<file path="config.mk">
export PLATFORM = sky130hd
export DESIGN_NAME = eeprom_page_ctrl
export DESIGN_NICKNAME = d
export VERILOG_FILES = /design/src/rtl/eepc_pkg.sv /design/src/rtl/eepc_latches.sv /design/src/rtl/eepc_timer.sv /design/src/rtl/eepc_array.sv /design/src/rtl/eeprom_page_ctrl.sv
export SDC_FILE = /design/constraint.sdc
export NUM_CORES = 1
export LEC_CHECK = 0
export BUFFER_PORTS_ARGS = -buffer_cell sky130_fd_sc_hd__buf_2
export CORE_MARGIN = 5
export CORE_UTILIZATION = 55
export CTS_CLUSTER_DIAMETER = 30
export DETAILED_ROUTE_END_ITERATION = 10
export PLACE_DENSITY_LB_ADDON = 0.3
export SETUP_SLACK_MARGIN = 0.4
export SLEW_MARGIN = 30
export SYNTH_ARGS = -nofsm -noshare
export SYNTH_HDL_FRONTEND = slang
export SYNTH_SLANG_ARGS = --single-unit
export TNS_END_PERCENT = 100
</file>
<file path="constraint.sdc">
create_clock -name clk -period 4.4 [get_ports clk]
set_input_delay 0.22 -clock clk [delete_from_list [all_inputs] [get_ports clk]]
set_output_delay 0.22 -clock clk [all_outputs]
set_load 0.05 [all_outputs]
</file>
<file path="src/rtl/eepc_pkg.sv">
package eepc_pkg;
  typedef enum logic [1:0] {PH_IDLE, PH_ERASE, PH_PROG} phase_t;
  localparam logic [1:0] SEL_ADDR = 2'd0;
  localparam logic [1:0] SEL_DATA = 2'd1;
  localparam logic [1:0] SEL_CTRL = 2'd2;
  localparam int CTRL_INC   = 0;
  localparam int CTRL_GO    = 1;
  localparam int CTRL_ERASE = 2;
endpackage

</file>
<file path="src/rtl/eepc_latches.sv">
module eepc_latches #(
  parameter int LANES  = 4,
  parameter int DATA_W = 8,
  localparam int LW    = $clog2(LANES)
) (
  input  logic                    clk,
  input  logic                    rst,
  input  logic                    load,
  input  logic [LW-1:0]           lane,
  input  logic [DATA_W-1:0]       din,
  input  logic                    clear,
  output logic [LANES*DATA_W-1:0] lat_word,
  output logic [LANES-1:0]        loaded
);
  for (genvar g = 0; g < LANES; g++) begin : g_lane
    always_ff @(posedge clk) begin
      if (rst || clear) begin
        lat_word[g*DATA_W +: DATA_W] <= '0;
        loaded[g]                    <= 1'b0;
      end else if (load && lane == LW'(g)) begin
        lat_word[g*DATA_W +: DATA_W] <= din;
        loaded[g]                    <= 1'b1;
      end
    end
  end
endmodule

</file>
<file path="src/rtl/eepc_timer.sv">
module eepc_timer #(
  parameter int PROG_CYCLES = 500000,
  localparam int CW = $clog2(PROG_CYCLES + 1)
) (
  input  logic clk,
  input  logic rst,
  input  logic run,
  output logic done
);
  logic [CW-1:0] cnt;

  assign done = run && (cnt == CW'(PROG_CYCLES - 1));

  always_ff @(posedge clk) begin
    if (rst || !run || done) cnt <= '0;
    else                     cnt <= cnt + 1'b1;
  end
endmodule

</file>
<file path="src/rtl/eepc_array.sv">
module eepc_array #(
  parameter int PAGES  = 32,
  parameter int WORD_W = 32,
  localparam int PW    = $clog2(PAGES)
) (
  input  logic              clk,
  input  logic              we,
  input  logic [PW-1:0]     page,
  input  logic [WORD_W-1:0] wword,
  output logic [WORD_W-1:0] rword
);
  logic [WORD_W-1:0] mem [PAGES];

  initial begin
    for (int i = 0; i < PAGES; i++) mem[i] = '0;
  end

  always_ff @(posedge clk) begin
    if (we) mem[page] <= wword;
    rword <= mem[page];
  end
endmodule

</file>
<file path="src/rtl/eeprom_page_ctrl.sv">
module eeprom_page_ctrl #(
  parameter int ADDR_W      = 7,
  parameter int LANE_W      = 2,
  parameter int DATA_W      = 8,
  parameter int PROG_CYCLES = 500000
) (
  input  logic              clk,
  input  logic              rst,
  input  logic              reg_we,
  input  logic              reg_re,
  input  logic [1:0]        reg_sel,
  input  logic [DATA_W-1:0] wdata,
  output logic [DATA_W-1:0] rdata,
  output logic              rvalid,
  output logic              busy,
  output logic              erase_phase,
  output logic [ADDR_W-1:0] ptr
);
  import eepc_pkg::*;

  localparam int LANES  = 1 << LANE_W;
  localparam int PAGES  = 1 << (ADDR_W - LANE_W);
  localparam int WORD_W = LANES * DATA_W;

  phase_t              phase;
  logic                inc_mode;
  logic                idle, acc_we, acc_re, start, done, finish;
  logic [LANE_W-1:0]   lane_q;
  logic [WORD_W-1:0]   lat_word, rd_word, wr_word, erase_mask;
  logic [LANES-1:0]    loaded;

  assign idle        = (phase == PH_IDLE);
  assign busy        = !idle;
  assign erase_phase = (phase == PH_ERASE);
  assign acc_we      = reg_we && idle;
  assign acc_re      = reg_re && idle && reg_sel == SEL_DATA;
  assign start       = acc_we && reg_sel == SEL_CTRL && wdata[CTRL_GO];
  assign finish      = (phase == PH_PROG) && done;

  eepc_latches #(.LANES(LANES), .DATA_W(DATA_W)) u_lat (
    .clk(clk), .rst(rst),
    .load(acc_we && reg_sel == SEL_DATA),
    .lane(ptr[LANE_W-1:0]), .din(wdata),
    .clear(finish), .lat_word(lat_word), .loaded(loaded)
  );

  eepc_timer #(.PROG_CYCLES(PROG_CYCLES)) u_tmr (
    .clk(clk), .rst(rst), .run(busy), .done(done)
  );

  for (genvar g = 0; g < LANES; g++) begin : g_mask
    assign erase_mask[g*DATA_W +: DATA_W] = {DATA_W{loaded[g]}};
  end

  assign wr_word = erase_phase ? (rd_word & ~erase_mask) : (rd_word | lat_word);

  eepc_array #(.PAGES(PAGES), .WORD_W(WORD_W)) u_arr (
    .clk(clk), .we(done), .page(ptr[ADDR_W-1:LANE_W]),
    .wword(wr_word), .rword(rd_word)
  );

  always_ff @(posedge clk) begin
    if (rst) begin
      phase    <= PH_IDLE;
      inc_mode <= 1'b0;
      ptr      <= '0;
      rvalid   <= 1'b0;
      lane_q   <= '0;
    end else begin
      rvalid <= acc_re;
      if (acc_re) begin
        lane_q <= ptr[LANE_W-1:0];
        ptr    <= ptr + 1'b1;
      end
      if (acc_we) begin
        case (reg_sel)
          SEL_ADDR: ptr <= wdata[ADDR_W-1:0];
          SEL_DATA: if (inc_mode)
                      ptr[LANE_W-1:0] <= ptr[LANE_W-1:0] + 1'b1;
          SEL_CTRL: inc_mode <= wdata[CTRL_INC];
          default: ;
        endcase
      end
      case (phase)
        PH_IDLE:  if (start) phase <= wdata[CTRL_ERASE] ? PH_ERASE : PH_PROG;
        PH_ERASE: if (done) phase <= PH_PROG;
        PH_PROG:  if (done) begin
                    phase <= PH_IDLE;
                    ptr   <= ptr + 1'b1;
                  end
        default:  phase <= PH_IDLE;
      endcase
    end
  end

  assign rdata = rd_word[lane_q*DATA_W +: DATA_W];
endmodule

</file>
# Word-level counts from Yosys, hierarchy flattened
# Memory sizes are Yosys's and may differ from the RTL's. A register that Yosys moved wholly into a read port is not among the register bits.
# Index checks and enable logic that the tools add are counted.
dict set report word_totals {
  input_bits 14
  n_memories 1
  word_cells 69
  ram_bits 1024
  regBits 68
}
# name words width rd rd_ports_with_merged_regs write_ports line
set memory_table {}
lappend memory_table {u_arr.mem 32 32 1 1 1 eepc_array.sv:12} ;# logic [WORD_W-1:0] mem [PAGES];
dict set report op_classes {
  bitwise_logic 3
  n_reduce_logical 21
  eq_ne 11
  mux 15
  shifts 1
  n_addsub 3
}
# op n
set op_table {}
lappend op_table {{bitwise AND 32 bit} 1}
lappend op_table {{2-to-1 mux 32 bit} 1}
lappend op_table {{inverter 32 bit} 1}
lappend op_table {{bitwise OR 32 bit} 1}
lappend op_table {{indexed part select 32 x 6 -> 8 bit} 1}
lappend op_table {{2-to-1 mux 7 bit} 4}
lappend op_table {{adder 19 x 1 -> 19 bit, second input constant} 1}
lappend op_table {{== test 19 bit, second input constant} 1}
lappend op_table {{logical AND 1 bit} 12}
lappend op_table {{2-to-1 mux 2 bit} 5}
lappend op_table {{== test 2 bit, second input constant} 4}
lappend op_table {{adder 7 x 1 -> 7 bit, second input constant} 1}
lappend op_table {{== test 2 x 1 -> 1 bit, second input constant} 3}
lappend op_table {{zero test 2 bit} 3}
lappend op_table {{one-hot mux 2 bit (3 select lines)} 1}
lappend op_table {{2-to-1 mux 5 bit} 1}
lappend op_table {{inequality test 2 x 1 -> 1 bit, second input constant} 2}
lappend op_table {{one-hot mux 2 bit (2 select lines)} 1}
lappend op_table {{logical OR 1 bit} 3}
lappend op_table {{AND reduction 3 bit} 1}
lappend op_table {{adder 2 x 1 -> 2 bit, second input constant} 1}
lappend op_table {{2-to-1 mux 1 bit} 2}
lappend op_table {{inequality test 2 bit, second input constant} 1}
lappend op_table {{AND reduction 2 bit} 1}
lappend op_table {{zero test 1 bit} 1}

# Depth between registers and ports, before layout
dict set report depth {
  ltp_word 9
  mapped_depth 8
  mapped_depth_nobuf 6
}

# By module
# Synthesis repeated with hierarchy kept, for this count alone.
dict set report unflattened {
  cells_unflattened 2478
  area_unflattened_um2 43449.2
}
# mod instances seq_area_each_um2 area_per_inst_um2 cells_per_inst
set by_module_without_submodules {}
lappend by_module_without_submodules {eepc_array 1 31390.1 39741.9 2107}
lappend by_module_without_submodules {eepc_latches 1 720.7 1534.0 132}
lappend by_module_without_submodules {eeprom_page_ctrl 1 260.2 1262.5 137}
lappend by_module_without_submodules {eepc_timer 1 380.4 910.9 102}

# Worst setup path before layout
# OpenSTA, ideal clock, no wires.
dict set report synth_path {
  path_kind {register to register}
  start {register ptr[3]}
  end {memory u_arr.mem[10][0], enable pin}
  arrival_time_ns 3.063
  period_less_slack_ns 3.484
  setup_slack_ns 0.916
  required_ns 3.979
  path_stages_with_launch 5
  setup_ns 0.421
  cell_sequence {dfxtp_1 clkbuf_1 clkbuf_1 nand4b_1 nor2_1}
}
# element line
set synth_rtl {}
lappend synth_rtl {{start, declared} eeprom_page_ctrl.sv:17} ;# output logic [ADDR_W-1:0] ptr
lappend synth_rtl {{start signal, assigned} eeprom_page_ctrl.sv:73} ;# ptr <= ptr + 1'b1;
lappend synth_rtl {{start signal, assigned} eeprom_page_ctrl.sv:77} ;# SEL_ADDR: ptr <= wdata[ADDR_W-1:0];
lappend synth_rtl {{start signal, assigned by index} eeprom_page_ctrl.sv:79} ;# ptr[LANE_W-1:0] <= ptr[LANE_W-1:0] + 1'b1;
lappend synth_rtl {{end, declared} eepc_array.sv:12}
# Straight into the memory's write port.

# Worst setup path after layout
dict set report layout_path {
  start {register u_tmr.cnt[0]}
  end {memory u_arr.mem[8][0], enable pin}
}
dict set report layout_between {
  elab_chain_len 4
}
# element line
set layout_lines {}
lappend layout_lines {{start, declared} eepc_timer.sv:10} ;# logic [CW-1:0] cnt;
lappend layout_lines {{start signal, assigned} eepc_timer.sv:16} ;# else cnt <= cnt + 1'b1;
lappend layout_lines {{== test 19 bit} eepc_timer.sv:12} ;# assign done = run && (cnt == CW'(PROG_CYCLES - 1));
lappend layout_lines {{logical AND 1 bit} eepc_timer.sv:12}
lappend layout_lines {{2-to-1 mux 1 bit} eepc_array.sv:19} ;# if (we) mem[page] <= wword;
lappend layout_lines {{2-to-1 mux 1 bit (implied by the code)} eepc_array.sv:19}
# No other way between the ends.

==> key figures <==
Run status
  • Status: finished, final reports clean

Floorplanning
  • CORE AREA: 77080 µm²
  • Row count: 102
  • Die W: 288.1 µm
  • Die ar.: 82980 µm²
  • Die Y: 288.1 µm
  • I/O pins: 32
  • Initial Util: 0.5517

Final layout
  • Register area: 32760 µm²
  • Net count, final: 2243
  • Share of layout cells above drive strength 1: 0.3174
  • Area grow syn2layout: 19.93%
  • Core Util, Final: 0.6616
  • Multi-input combinational cell area: 9488 µm²
  • Fill cell instance count of the final layout: 4805

Worst setup path
  • Required time worst endpoint: 4.82 ns
  • Critical path arrival: 3.96 ns
  • Worst path cell trace: ha_1 > and4_1 > nand2_2 > nor2_4 > or4b_1 > nor2_4 > buf_4
  • CP max-delay cell: or4b_1
  • Worst path bufs/invs: 1
  • CP Capture Type: flip-flop
  • Reg2Reg Capture Point: u_arr.mem[8][0]
  • R2R depth: 7
  • Reg2Reg Launch Point: u_tmr.cnt[0]
  • Kind of critical path: flip-flop to flip-flop
  • Worst-path fanout max: 17
  • Max incr delay on CP: 0.85 ns
  • CP most frequent cell: nor2_4
  • CP Launch Type: flip-flop
  • Reg-to-reg slack, setup: 0.85 ns
  • Critical path's top delay family: simple AND/OR/NAND/NOR gates

Clock network
  • TritonCTS Buffers: 180
  • Setup repair bufs after CTS: 0
  • CTS max path bufs: 3
  • Clock Sinks: 1124
  • Depth of the CTS H-tree: 4
  • CTS root buf: clkbuf_16
  • Post-CTS Hold Fix Bufs: 13
  • Clock Pin Slew Worst Setup and Hold Paths: 0.06 ns
  • CTS tree: yes
  • Skew-Pair Late Insertion Delay: 0.76 ns
  • Post-CTS Resized: 0

Timing
  • Period utilisation layout: 0.8060
  • Slew Limit Headroom: 0.3528
  • Setup TNS: 0 ns
  • Unrepaired setup endpoints after global routing: false
  • Max-slew violation count: 0
  • Tmin final: 3.547 ns
  • Final hold violations: 0
  • # setup viols final: 0
  • Maximum clock rate: 0.2820 GHz
  • Clk_skew: 0.03651 ns
  • Worst slew pin tran: 0.9655 ns
  • Worst hold margin: 0.06187 ns

Power
  • Worst IR Drop VDD: 0.0003698 V
  • Leak: 0.01605 µW
  • Overall Power: 28030 µW
  • Pwr per Cell Area: 549.6 nW/µm²

Global routing
  • Initial antenna violation count: 11
  • Number of global-route vias before repair: 22890
  • Total track usage: 0.2670
  • Congestion Overflow GR: 0
  • First-pass GRT wire length: 157900 µm
  • Largest net degree at the start of global routing: 100

Logic synthesis
  • Compound-Gate Fraction of Synth Area: 0.03657
  • Top post-synthesis cells by area: edfxtp_1 (72%), mux4_2 (14%), dfxtp_1 (4.7%), a22oi_1 (2.3%), a22o_1 (0.66%)
  • Sequential fraction of the synthesis area: 0.7702
  • Synth Register Bits: 1124
  • Mux cell area share after synthesis: 0.1406
  • Post-synthesis cell count: 2035
  • Commonest cells in the netlist: edfxtp_1 (1024), mux4_2 (264), a22oi_1 (128), dfxtp_1 (100), clkbuf_1 (73)
  • Async set or reset register ratio after synthesis: 0
  • Post-synth net total: 2054
  • XOR/XNOR share of the synthesized area: 0.005767
  • Largest family of logic cells by synthesized area: multiplexers
  • Top_reg_cell synth: edfxtp_1
  • Adder-cell share of the synthesized area: 0.001471
  • Cell area after synthesis: 42520 µm²
  • Post-synth EDFFs: 1024
  • Most common cell in the synthesized netlist: edfxtp_1
  • Synth Area in Simple Gates: 0.03237
  • Synth top area share: 0.7231
  • Netlist cell types: 50
  • Synth Warn #: 0
  • Leading area contributor after synthesis: edfxtp_1
  • Syn avg cell area: 20.90 µm²

Drt
  • Routed via count: 22590
  • Final ANT Viol Nets: 0
  • Wirelength, routed: 109500 µm
  • Via density: 6.590
  • Mean routed wirelength per cell: 31.96 µm
  • First-pass DRT Iterations: 7
  • Detailed-route DRC error count: 0
  • DRT iter0 DRCs: 3106

Worst hold path
  • Worst min-delay path category: primary input to flip-flop
  • Hold path start: reg_re
  • Worst hold path endpoint: lane_q[1]
  • Hold depth: 4

Place
  • PortBufs: 31
  • Routability congestion estimate: 0.8764
  • Dpl hpwl: 61000 µm

Flow run
  • Max_cap viols: 0
worst reg2reg max path: stages, from the launching register on:
cell and delay, ns:
dfxtp_1 0.37, ha_1 0.22, and4_1 0.32, nand2_2 0.12, nor2_4 0.20, or4b_1 0.85, nor2_4 0.71, buf_4 0.40
sequential cells by signal, indices dropped and copies added (netlist names):
signal	flops
u_arr.mem	1024
u_arr.rword	32
u_lat.lat_word	32
u_tmr.cnt	19
ptr	7
u_lat.loaded	4
lane_q	2
phase	2
inc_mode	1
rvalid	1
stage by stage:
step	cell area, µm²	cells	worst slack [ns]
after global placement	44360	3065	1.005
final	51000	3427	0.8534
after detailed placement	44450	3068	0.9223
after global routing	50990	3422	0.7083
after floorplan	42520	2035	0.9159
after CTS	50950	3421	0.8292
placed cells by master (no fill, tap or decap), types with 8 or more instances in the layout:
master	n
a21oi_1	45
a22o_1	13
a22o_2	19
a22oi_1	128
buf_2	31
buf_4	70
bufinv_16	21
clkbuf_1	18
clkbuf_16	183
clkinv_1	12
clkinv_2	16
clkinv_4	17
clkinvlp_4	19
dfxtp_1	98
dlygate4sd3_1	13
edfxtp_1	1024
inv_1	9
inv_6	25
inv_8	9
mux4_2	264
nand2_1	60
nand3_1	47
nand4_1	37
nor2_1	35
nor2_4	35
nor3_1	8
xnor2_1	17
xor2_1	11
kinds of logic after synthesis:
| family | after synthesis |
|---|---|
| AND/OR/NAND/NOR | 268 |
| buffers and inverters | 126 |
| XOR/XNOR | 28 |
| AO/OA/AOI/OAI | 217 |
| multiplexers | 267 |
| flip-flops | 1124 |
| adder cells (fa/ha/maj) | 5 |
how the worst max path moves through the flow:
stage                  from          endpoint  slack, ns  cells past startpoint
2_1_floorplan        ptr[3]  u_arr.mem[10][0]       0.92                      4
3_3_place_gp   u_tmr.cnt[0]  u_arr.mem[8][13]       1.00                      7
3_5_place_dp   u_tmr.cnt[0]  u_arr.mem[8][14]       0.92                      7
4_1_cts        u_tmr.cnt[0]   u_arr.mem[8][0]       0.83                      7
5_1_grt        u_tmr.cnt[0]   u_arr.mem[8][0]       0.71                      7
6_report       u_tmr.cnt[0]   u_arr.mem[8][0]       0.85                      7
cell type report:
cell class / instances / share of cell area
antenna: 5 / 0.0002453
clock buffer: 208 / 0.09301
clock inverter: 132 / 0.03180
inverter: 9 / 0.0006624
multi-input combinational: 785 / 0.1860
sequential: 1124 / 0.6423
tap: 1040 / 0.02551
timing repair buffer: 124 / 0.02041
power breakdown:
group | switching (µW) | internal [µW]
logic | 965 | 396
registers | 110 | 12000
clock network | 5350 | 9160
per-layer routing:
metal / track usage / part of all wire / vias up
met1: 0.3609 / 0.36 / 11720
met4: 0.09479 / 0.033 / 12
met2: 0.4042 / 0.47 / 1604
met5: 0 / 0.00071 / -
li1: - / - / 8994
met3: 0.1024 / 0.14 / 259
No activity file was read; power rests on OpenSTA's default activity.
